**src/rtl/spec_store_buffer.sv**
```systemverilog
module spec_store_buffer #(
  parameter int DEPTH = 4,
  parameter int AW    = 16,
  parameter int DW    = 32
) (
  input  logic                    clk,
  input  logic                    rst_n,
  input  logic                    alloc_valid,
  output logic                    alloc_ready,
  output logic [$clog2(DEPTH):0]  alloc_pos,
  input  logic                    addr_valid,
  input  logic [$clog2(DEPTH)-1:0] addr_idx,
  input  logic [AW-1:0]           addr_value,
  input  logic                    data_valid,
  input  logic [$clog2(DEPTH)-1:0] data_idx,
  input  logic [DW-1:0]           data_value,
  input  logic                    commit_valid,
  input  logic [$clog2(DEPTH)-1:0] commit_idx,
  input  logic                    abort_valid,
  input  logic [$clog2(DEPTH)-1:0] abort_idx,
  input  logic                    ld_valid,
  input  logic [AW-1:0]           ld_addr,
  input  logic [$clog2(DEPTH):0]  ld_age,
  output logic                    ld_hit,
  output logic                    ld_stall,
  output logic [DW-1:0]           ld_data,
  output logic                    dr_valid,
  input  logic                    dr_ready,
  output logic [AW-1:0]           dr_addr,
  output logic [DW-1:0]           dr_data
);
  localparam int IW = $clog2(DEPTH);
  localparam int PW = IW + 1;

  logic [DEPTH-1:0] e_val, e_spec, e_ha, e_hd;
  logic [AW-1:0]    e_tag [DEPTH];
  logic [DW-1:0]    e_dat [DEPTH];
  logic [PW-1:0]    head, tail, occ;
  logic [IW-1:0]    hidx, tidx;
  logic             alloc_fire, pop;

  assign occ         = tail - head;
  assign hidx        = head[IW-1:0];
  assign tidx        = tail[IW-1:0];
  assign alloc_ready = (occ != PW'(DEPTH));
  assign alloc_pos   = tail;
  assign alloc_fire  = alloc_valid && alloc_ready;

  assign dr_valid = (occ != '0) && e_val[hidx] && !e_spec[hidx];
  assign dr_addr  = e_tag[hidx];
  assign dr_data  = e_dat[hidx];
  assign pop      = (occ != '0) && (!e_val[hidx] || (dr_valid && dr_ready));

  always_ff @(posedge clk) begin
    if (!rst_n) begin
      head  <= '0;
      tail  <= '0;
      e_val <= '0;
      e_spec <= '0;
      e_ha  <= '0;
      e_hd  <= '0;
    end else begin
      if (pop)        head <= head + 1'b1;
      if (alloc_fire) tail <= tail + 1'b1;
      for (int i = 0; i < DEPTH; i++) begin
        if (addr_valid && addr_idx == IW'(i) && e_val[i] && e_spec[i]) begin
          e_tag[i] <= addr_value;
          e_ha[i]  <= 1'b1;
        end
        if (data_valid && data_idx == IW'(i) && e_val[i] && e_spec[i]) begin
          e_dat[i] <= data_value;
          e_hd[i]  <= 1'b1;
        end
        if (commit_valid && commit_idx == IW'(i) && e_val[i] && e_spec[i] && e_ha[i] && e_hd[i])
          e_spec[i] <= 1'b0;
        if (abort_valid && abort_idx == IW'(i) && e_val[i] && e_spec[i])
          e_val[i] <= 1'b0;
        if (pop && hidx == IW'(i))
          e_val[i] <= 1'b0;
        if (alloc_fire && tidx == IW'(i)) begin
          e_val[i]  <= 1'b1;
          e_spec[i] <= 1'b1;
          e_ha[i]   <= 1'b0;
          e_hd[i]   <= 1'b0;
        end
      end
    end
  end

  logic [PW-1:0] span, lim;
  logic [IW-1:0] slot;
  logic          found, found_hd;
  logic [DW-1:0] found_dat;

  assign span = ld_age - head;
  assign lim  = (span <= occ) ? span : '0;

  always_comb begin
    found     = 1'b0;
    found_hd  = 1'b0;
    found_dat = '0;
    slot      = '0;
    for (int k = 0; k < DEPTH; k++) begin
      slot = hidx + IW'(k);
      if (PW'(k) < lim && e_val[slot] && e_ha[slot] && e_tag[slot] == ld_addr) begin
        found     = 1'b1;
        found_hd  = e_hd[slot];
        found_dat = e_dat[slot];
      end
    end
  end

  assign ld_hit   = ld_valid && found && found_hd;
  assign ld_stall = ld_valid && found && !found_hd;
  assign ld_data  = ld_hit ? found_dat : '0;
endmodule

```
**config.mk**
```make
export PLATFORM = sky130hd
export DESIGN_NAME = spec_store_buffer
export DESIGN_NICKNAME = d
export VERILOG_FILES = /design/src/rtl/spec_store_buffer.sv
export SDC_FILE = /design/constraint.sdc
export NUM_CORES = 1
export LEC_CHECK = 0
export BUFFER_PORTS_ARGS = -buffer_cell sky130_fd_sc_hd__buf_2
export CAP_MARGIN = 0
export CORE_MARGIN = 5
export CORE_UTILIZATION = 40
export DETAILED_ROUTE_END_ITERATION = 12
export GPL_ROUTABILITY_DRIVEN = 0
export MAX_ROUTING_LAYER = met4
export SLEW_MARGIN = 30
export SYNTH_ARGS = -nofsm -noshare
export SYNTH_HDL_FRONTEND = slang
export SYNTH_SLANG_ARGS = --single-unit
```
**constraint.sdc**
```tcl
create_clock -name clk -period 6.65 [get_ports clk]
set_input_delay 0.3325 -clock clk [delete_from_list [all_inputs] [get_ports clk]]
set_output_delay 0.3325 -clock clk [all_outputs]
set_load 0.005 [all_outputs]
```
==> results of run 1 <==
## layout by cell type, fill, tap and decap left out, drive strengths merged, types with 3 or more instances in the layout
cell type,synthesis,routed
o21a,31,31
nand2,28,28
edfxtp,192,192
a21oi,37,37
nand4b,3,3
buf,38,190
a2111oi,3,3
nor4b,3,3
inv,11,12
nor3b,36,36
and3,6,6
nor4,4,4
nand2b,4,4
a31oi,3,3
nor2,20,20
clkinv,0,4
o22ai,3,3
a21boi,8,8
clkbuf,46,36
nand4,12,12
a221oi,32,32
dfxtp,24,24
nor2b,4,4
and4,3,3
and2,15,15
dlygate4sd3,0,9
mux4,187,187
ha,13,13
nand3,16,16
xnor2,49,49
o21ai,15,15
diode,0,7
mux2i,34,34
xor2,23,23
## cells in the mapped netlist (6+ instances only)
cell / number / area share
and2_1: 15 / 0.0066
nand4_1: 12 / 0.0053
xnor2_1: 49 / 0.030
nor3b_2: 28 / 0.025
a21oi_1: 37 / 0.013
clkbuf_1: 46 / 0.012
mux2i_1: 34 / 0.024
inv_1: 11 / 0.0029
mux4_2: 186 / 0.29
and3_1: 6 / 0.0026
dfxtp_1: 24 / 0.034
o21a_1: 31 / 0.016
buf_2: 9 / 0.0032
buf_4: 8 / 0.0042
o21ai_0: 13 / 0.0046
nand2_1: 28 / 0.0074
a221oi_1: 32 / 0.020
nor2_1: 20 / 0.0053
a21boi_0: 7 / 0.0037
buf_6: 8 / 0.0063
buf_1: 13 / 0.0034
nor3b_1: 8 / 0.0042
edfxtp_1: 192 / 0.41
ha_1: 13 / 0.011
xor2_1: 23 / 0.014
nand3_1: 16 / 0.0056
## stage by stage
stage / util / hold slack [ns] / total power, mW
floorplan: - / 0.431 / 3.50
global placement: 0.436 / 0.502 / 4.04
detailed placement: 0.437 / 0.508 / 4.04
CTS: 0.461 / 0.000865 / 5.37
global route: 0.462 / 0.0100 / 5.62
finish: 0.463 / 0.0241 / 5.31
## sequential cells by signal, summed over array words and instances, names as in the netlist, named ones only
| signal | count |
|---|---|
| e_dat | 128 |
| e_tag | 64 |
| e_ha | 4 |
| e_hd | 4 |
| e_spec | 4 |
| e_val | 4 |
| alloc_pos | 3 |
| head | 3 |
## path summary, 6_finish.rpt
| path | from | to | cells past startpoint |
|---|---|---|---|
| max | head[0]$_SDFFE_PN0P_ | ld_data[30] | 16 |
| min | data_value[30] | e_dat[1][30]$_DFFE_PP_ | 1 |
| max reg2reg | alloc_pos[0]$_SDFFE_PN0P_ | head[2]$_SDFFE_PN0P_ | 10 |
| min reg2reg | e_spec[0]$_SDFFE_PN0P_ | e_spec[0]$_SDFFE_PN0P_ | 2 |
## critical path, stage by stage (launching register included)
cell	delay, ns
dfxtp_4	0.50
ha_1	0.21
inv_1	0.05
fa_1	0.37
xor2_1	0.16
xnor2_1	0.42
ha_1	0.34
o21ai_0	0.54
o221ai_1	0.32
nor4_1	0.73
nand2_1	0.11
buf_4	0.30
nand2_1	0.12
buf_4	0.39
a221oi_1	0.12
nor3b_2	0.32
buf_2	0.18
## timing repair
item / in CTS / in global routing
setup endpoints to repair: 0 / 0
buffers inserted: 0 / 0
hold endpoints to repair: 31 / 0
hold buffers: 9 / 0
## metal layers
metal  routed length [microns]  share of wire  track usage  vias to the layer above
li1                          -              -            -                     4172
met1                     15400           0.40        0.266                     5001
met2                     19100           0.50        0.320                      424
met3                      3270          0.085       0.0320                       53
met4                       728          0.019       0.0393                        0
met5                         0              0            -                        -
## final cells by class
type                       instances  area [sq um]
fill                            3108         19000
multi-input combinational        616          7540
sequential                       216          6260
timing repair buffer             199          1130
clock buffer                      36           698
tap                              461           577
clock inverter                     8          72.6
inverter                          11          41.3
antenna                            7          17.5
## where the power goes
| part | internal [mW] | switching, mW | leakage, nW |
|---|---|---|---|
| sequential | 1.51 | 0.109 | 1.92 |
| combinational | 1.25 | 1.14 | 2.94 |
| clock | 0.765 | 0.538 | 0.368 |
| total | 3.52 | 1.79 | 5.23 |
## logic make-up (layout without fill, tap and decap cells)
group	count (synthesis)	count (layout)	share of synthesized area
flops	216	216	0.439
xor+xnor	72	72	0.0443
buf+inv	95	254	0.0322
compound gates	145	145	0.0723
mux	222	222	0.321
fa+ha+maj	15	15	0.0142
other cells	0	7	0
simple gates	162	162	0.0769
==> flow_summary.toml, run 1 <==
[sta]
final_min_period_over_clock_period = 0.910
minimum_clock_period_ns = 6.05
worst_pin_slew_ns = 0.938
finClkSkew_ns = 0.0254
slew_headroom = 0.375
totalNegativeSetupSlack_ns = 0
hold_viol_final = 0
final_critical_path_setup_slack_ns = 0.596
timing_max_transition_violations_final = 0
finalSetupViolCount = 0
timing.fmax_mhz = 165
rsz0062_at_grt = "false"

[synthesis]
syn-instance-count = 927
yosysWarnings = 0
syn-cell-area_sq_um = 14200
ffs_latches_synth = 216
synth_async_sr_flop_share = 0
post_synth_num_cell_types = 57
avgSynthCellArea_sq_um = 15.3
synthesis.nets = 1026
synth_edf_count = 192
synth_top_flop_cell = "edfxtp_1"
synth-seq-area-share = 0.439

[min_path]
timing.hold.worst.class = "input pin to flip-flop"

[floorplanning]
width_of_the_die_microns = 199
core_sq_um = 35300
die_h_microns = 199
site_rows = 69
top_level_i_o_count = 171
floorplan.die_area_sq_um = 39400
initial_core_util = 0.403

[finish]
post-route-cell-area_sq_um = 16300
layout.cells.non_filler = 1554
finalNetCount = 1167
area_growth_syn_to_layout_pct = 14.8
layout-drive-gt1-share = 0.413

[power_and_ir_drop]
power.density_cell_area_nw_per_um2 = 325
leakage_nw = 5.23
vdd_drop_max_v = 0.000189

[placement]
dpl-instance-area_sq_um = 15400
hpwlAfterDp_microns = 25700
numPlacedInstances = 1493
pre_cts_slack_ns = 1.20
numPortBuffers = 170

[global_routing]
grt-ovfl-total = 0
antenna_found_initial = 4
grt_start_max_net_pins = 147
grt_pass1_wl_microns = 58600
first_global_vias = 9597
global_route.usage.total = 0.197

[clock_network]
clock_tree.root_cell = "clkbuf_16"
clock_sinks = 216
cts_buffer_depth = 3
clkLatencyLatePin_ns = 0.53
path_clk_slew_ns = 0.06
cts_tree = "yes"
number_of_h_tree_branching_levels = 1
postCtsResizedCells = 0
cts_inserted_buffers = 24

[setup_path]
cp-start-kind = "flip-flop"
timing.critical_path.required_ns = 6.32
arrival_ns = 5.72
endpoint_kind = "primary output"
critPathKind = "flip-flop to primary output"
worst-path-max-fanout = 34
r2r_slack_ns = 3.84

[job]
max-cap-violations = 0

[detailed_routing]
total_drc_errors_in_the_routed_layout = 0
vias = 9650
wire_per_inst_microns = 24.8
routed_via_density = 6.21
firstDrtPassIters = 5
drtAntennaViolNets = 0
dr.first_iter.drc_count = 741
routed_wl_microns = 38500

[outcome]
status = "finished clean"
Power figures use the tool's default switching activity.
==> inputs of run 2 (changes only) <==
- ABC_AREA: not set -> 1
==> run 2 against run 1 <==
Effect of this change: wire length grew 28%; sequential share of layout area is 2.6 points lower; worst setup slack better by 0.30 ns; utilization is 0.26 points higher; non-clock buffer count rose by 29; clock power grew 20%; clock-buffer cell count fell by 8; hold slack got worse by 0.013 ns; synthesized cell count grew 140%; total power up 22%; sequential power shrank 5%.
==> flow_summary.toml, run 2 <==
[synthesis]
syn-instance-count = 2186
yosysWarnings = 0
yosys.cell_count.top_type = "nand2_1"
synth_top_cells_by_count = "654 x nand2_1, 279 x o21ai_0, 210 x nor2_1, 203 x nand3_1, 192 x edfxtp_1"
syn-cell-area_sq_um = 15200
post_synth_num_cell_types = 37
synth_edf_count = 192
avgSynthCellArea_sq_um = 6.97
synth_async_sr_flop_share = 0
synthesis.nets = 2285
synth_top_flop_cell = "edfxtp_1"
ffs_latches_synth = 216
netlist_top_cells_area = "edfxtp_1 38%, nand2_1 16%, o21ai_0 9.2%, nand3_1 6.7%, a21oi_1 5.9%"
yosys.area.top_type_share = 0.379
synth-seq-area-share = 0.410
library_cell_with_the_largest_summed_area_after_synthesis = "edfxtp_1"

[detailed_routing]
drtAntennaViolNets = 0
routed_wl_microns = 49300
vias = 15100
wire_per_inst_microns = 17.4
total_drc_errors_in_the_routed_layout = 0
firstDrtPassIters = 6
routed_via_density = 5.31
dr.first_iter.drc_count = 1186

[floorplanning]
die_h_microns = 205
width_of_the_die_microns = 205
site_rows = 71
floorplan.die_area_sq_um = 42100
top_level_i_o_count = 171
initial_core_util = 0.404
core_sq_um = 37700

[sta]
final_min_period_over_clock_period = 0.866
worst_pin_slew_ns = 0.943
finClkSkew_ns = 0.0123
slew_headroom = 0.371
minimum_clock_period_ns = 5.76
timing.hold.ws_ns = 0.0108
timing_max_transition_violations_final = 0
timing.fmax_mhz = 174
totalNegativeSetupSlack_ns = 0
rsz0062_at_grt = "false"
hold_viol_final = 0
finalSetupViolCount = 0

[finish]
layout-drive-gt1-share = 0.128
final_common_cell = "nand2_1"
reg.largest.list = "e_dat: 128 flops, e_tag: 64 flops"
finalNetCount = 2403
largest_reg_flops = 128
commonest_non_fill_non_tap_cells_in_the_layout = "654 x nand2_1, 279 x o21ai_0, 206 x nor2_1, 201 x nand3_1, 192 x edfxtp_1"
area_growth_syn_to_layout_pct = 15.1
top_register_by_number_of_flip_flops = "e_dat"

[clock_network]
number_of_h_tree_branching_levels = 1
cts_tree = "yes"
clock_sinks = 216
ctsHoldBuffers = 34
cts_buffer_depth = 3
postCtsResizedCells = 0
cts_inserted_buffers = 26
clock_tree.root_cell = "clkbuf_16"
path_clk_slew_ns = 0.06
clkLatencyLatePin_ns = 0.55
post-cts-setup-buffers = 0

[power_and_ir_drop]
leakage_nw = 7.78
vdd_drop_max_v = 0.000369
power.density_cell_area_nw_per_um2 = 370

[setup_path]
cp.buffers_inverters = 6
critPathKind = "flip-flop to primary output"
endpoint_kind = "primary output"
cpLargestDelayFamily = "simple AND/OR/NAND/NOR gates"
worst_path_largest_cell_delay_ns = 0.67
critPathSlowestCell = "buf_4"
cpMostUsedCell = "nand2_1"
arrival_ns = 5.43
cp-start-kind = "flip-flop"
worst-path-max-fanout = 84
timing.critical_path.required_ns = 6.32

[global_routing]
grt_pass1_wl_microns = 76100
grt_start_max_net_pins = 201
first_global_vias = 13800
grt-ovfl-total = 0
antenna_found_initial = 2
global_route.usage.total = 0.236

[job]
max-cap-violations = 0

[outcome]
status = "finished clean"

[placement]
numPortBuffers = 170
hpwlAfterDp_microns = 31800

[min_path]
timing.hold.worst.class = "input pin to flip-flop"
run 2: cell count changes in the layout (fill, tap and decap cells not counted), moves of 29 or more:
cell	before	now
o21a_1	31	0
a21oi_1	37	179
nand3_1	16	201
nor2_1	20	206
xnor2_1	49	1
mux2i_1	34	0
mux4_2	186	0
nor3b_2	29	0
o21ai_0	13	279
a221oi_1	32	0
inv_1	11	176
nand2_1	28	654
run 2: area by class of cell:
| cell class | instances | area (sq um) |
|---|---|---|
| multi-input cells | 1647 | 7610 |
| inverters | 185 | 706 |
| clock inverters | 19 | 278 |
| diodes | 3 | 7.51 |
| flip-flops and latches | 216 | 6250 |
| clock buffers | 28 | 658 |
| well taps | 511 | 639 |
| repair buffers | 228 | 1380 |
| fillers | 3804 | 20100 |
run 2: power breakdown:
part           switching, mW  total, mW  internal (mW)
combinational           2.39       3.40           1.01
sequential            0.0286       1.54           1.51
clock                  0.574       1.56          0.983
run 2: cell families after synthesis:
group / share of synthesized area
AO/OA/AOI/OAI: 0.165
AND/OR/NAND/NOR: 0.311
flip-flops: 0.410
buffers and inverters: 0.0942
XOR/XNOR: 0.00633
adder cells (fa/ha/maj): 0.0133
run 2: through the flow:
stage               total power, mW  worst slack, ns  instances  cell area, sq um   util
global route                   7.04            0.405       2836             17500  0.465
global placement               4.85             1.62       2753             16200  0.431
floorplan                      4.05             2.72       2186             15200      -
finish                         6.49            0.892       2837             17500  0.465
CTS                            6.48            0.889       2834             17500  0.465
detailed placement             4.90             1.48       2753             16200  0.431
run 2: final timing paths:
check | startpoint | end | slack, ns | depth (start not counted)
setup / recovery | head[0]$_SDFFE_PN0P_ | ld_data[0] | 0.89 | 26
hold / removal | data_value[31] | e_dat[3][31]$_DFFE_PP_ | 0.01 | 1
setup reg to reg | head[0]$_SDFFE_PN0P_ | alloc_pos[2]$_SDFFE_PN0P_ | 3.87 | 10
hold reg to reg | e_ha[1]$_SDFFE_PP0P_ | e_ha[1]$_SDFFE_PP0P_ | 0.47 | 2
run 2: routing by layer:
layer  vias up  part of all wire  track usage
li1       7486                 -            -
met1      6893              0.45        0.325
met2       610              0.44        0.361
met3        83             0.086       0.0402
met4         0             0.026       0.0665
met5         -                 0            -
run 2: worst reg2reg max path: stages (launching register included):
cell,delay [ns]
dfxtp_2,0.38
buf_4,0.67
ha_1,0.31
fa_1,0.19
xor2_1,0.25
nand3b_1,0.24
nand2_1,0.15
inv_1,0.14
nand2_1,0.14
o21ai_0,0.17
a21oi_1,0.05
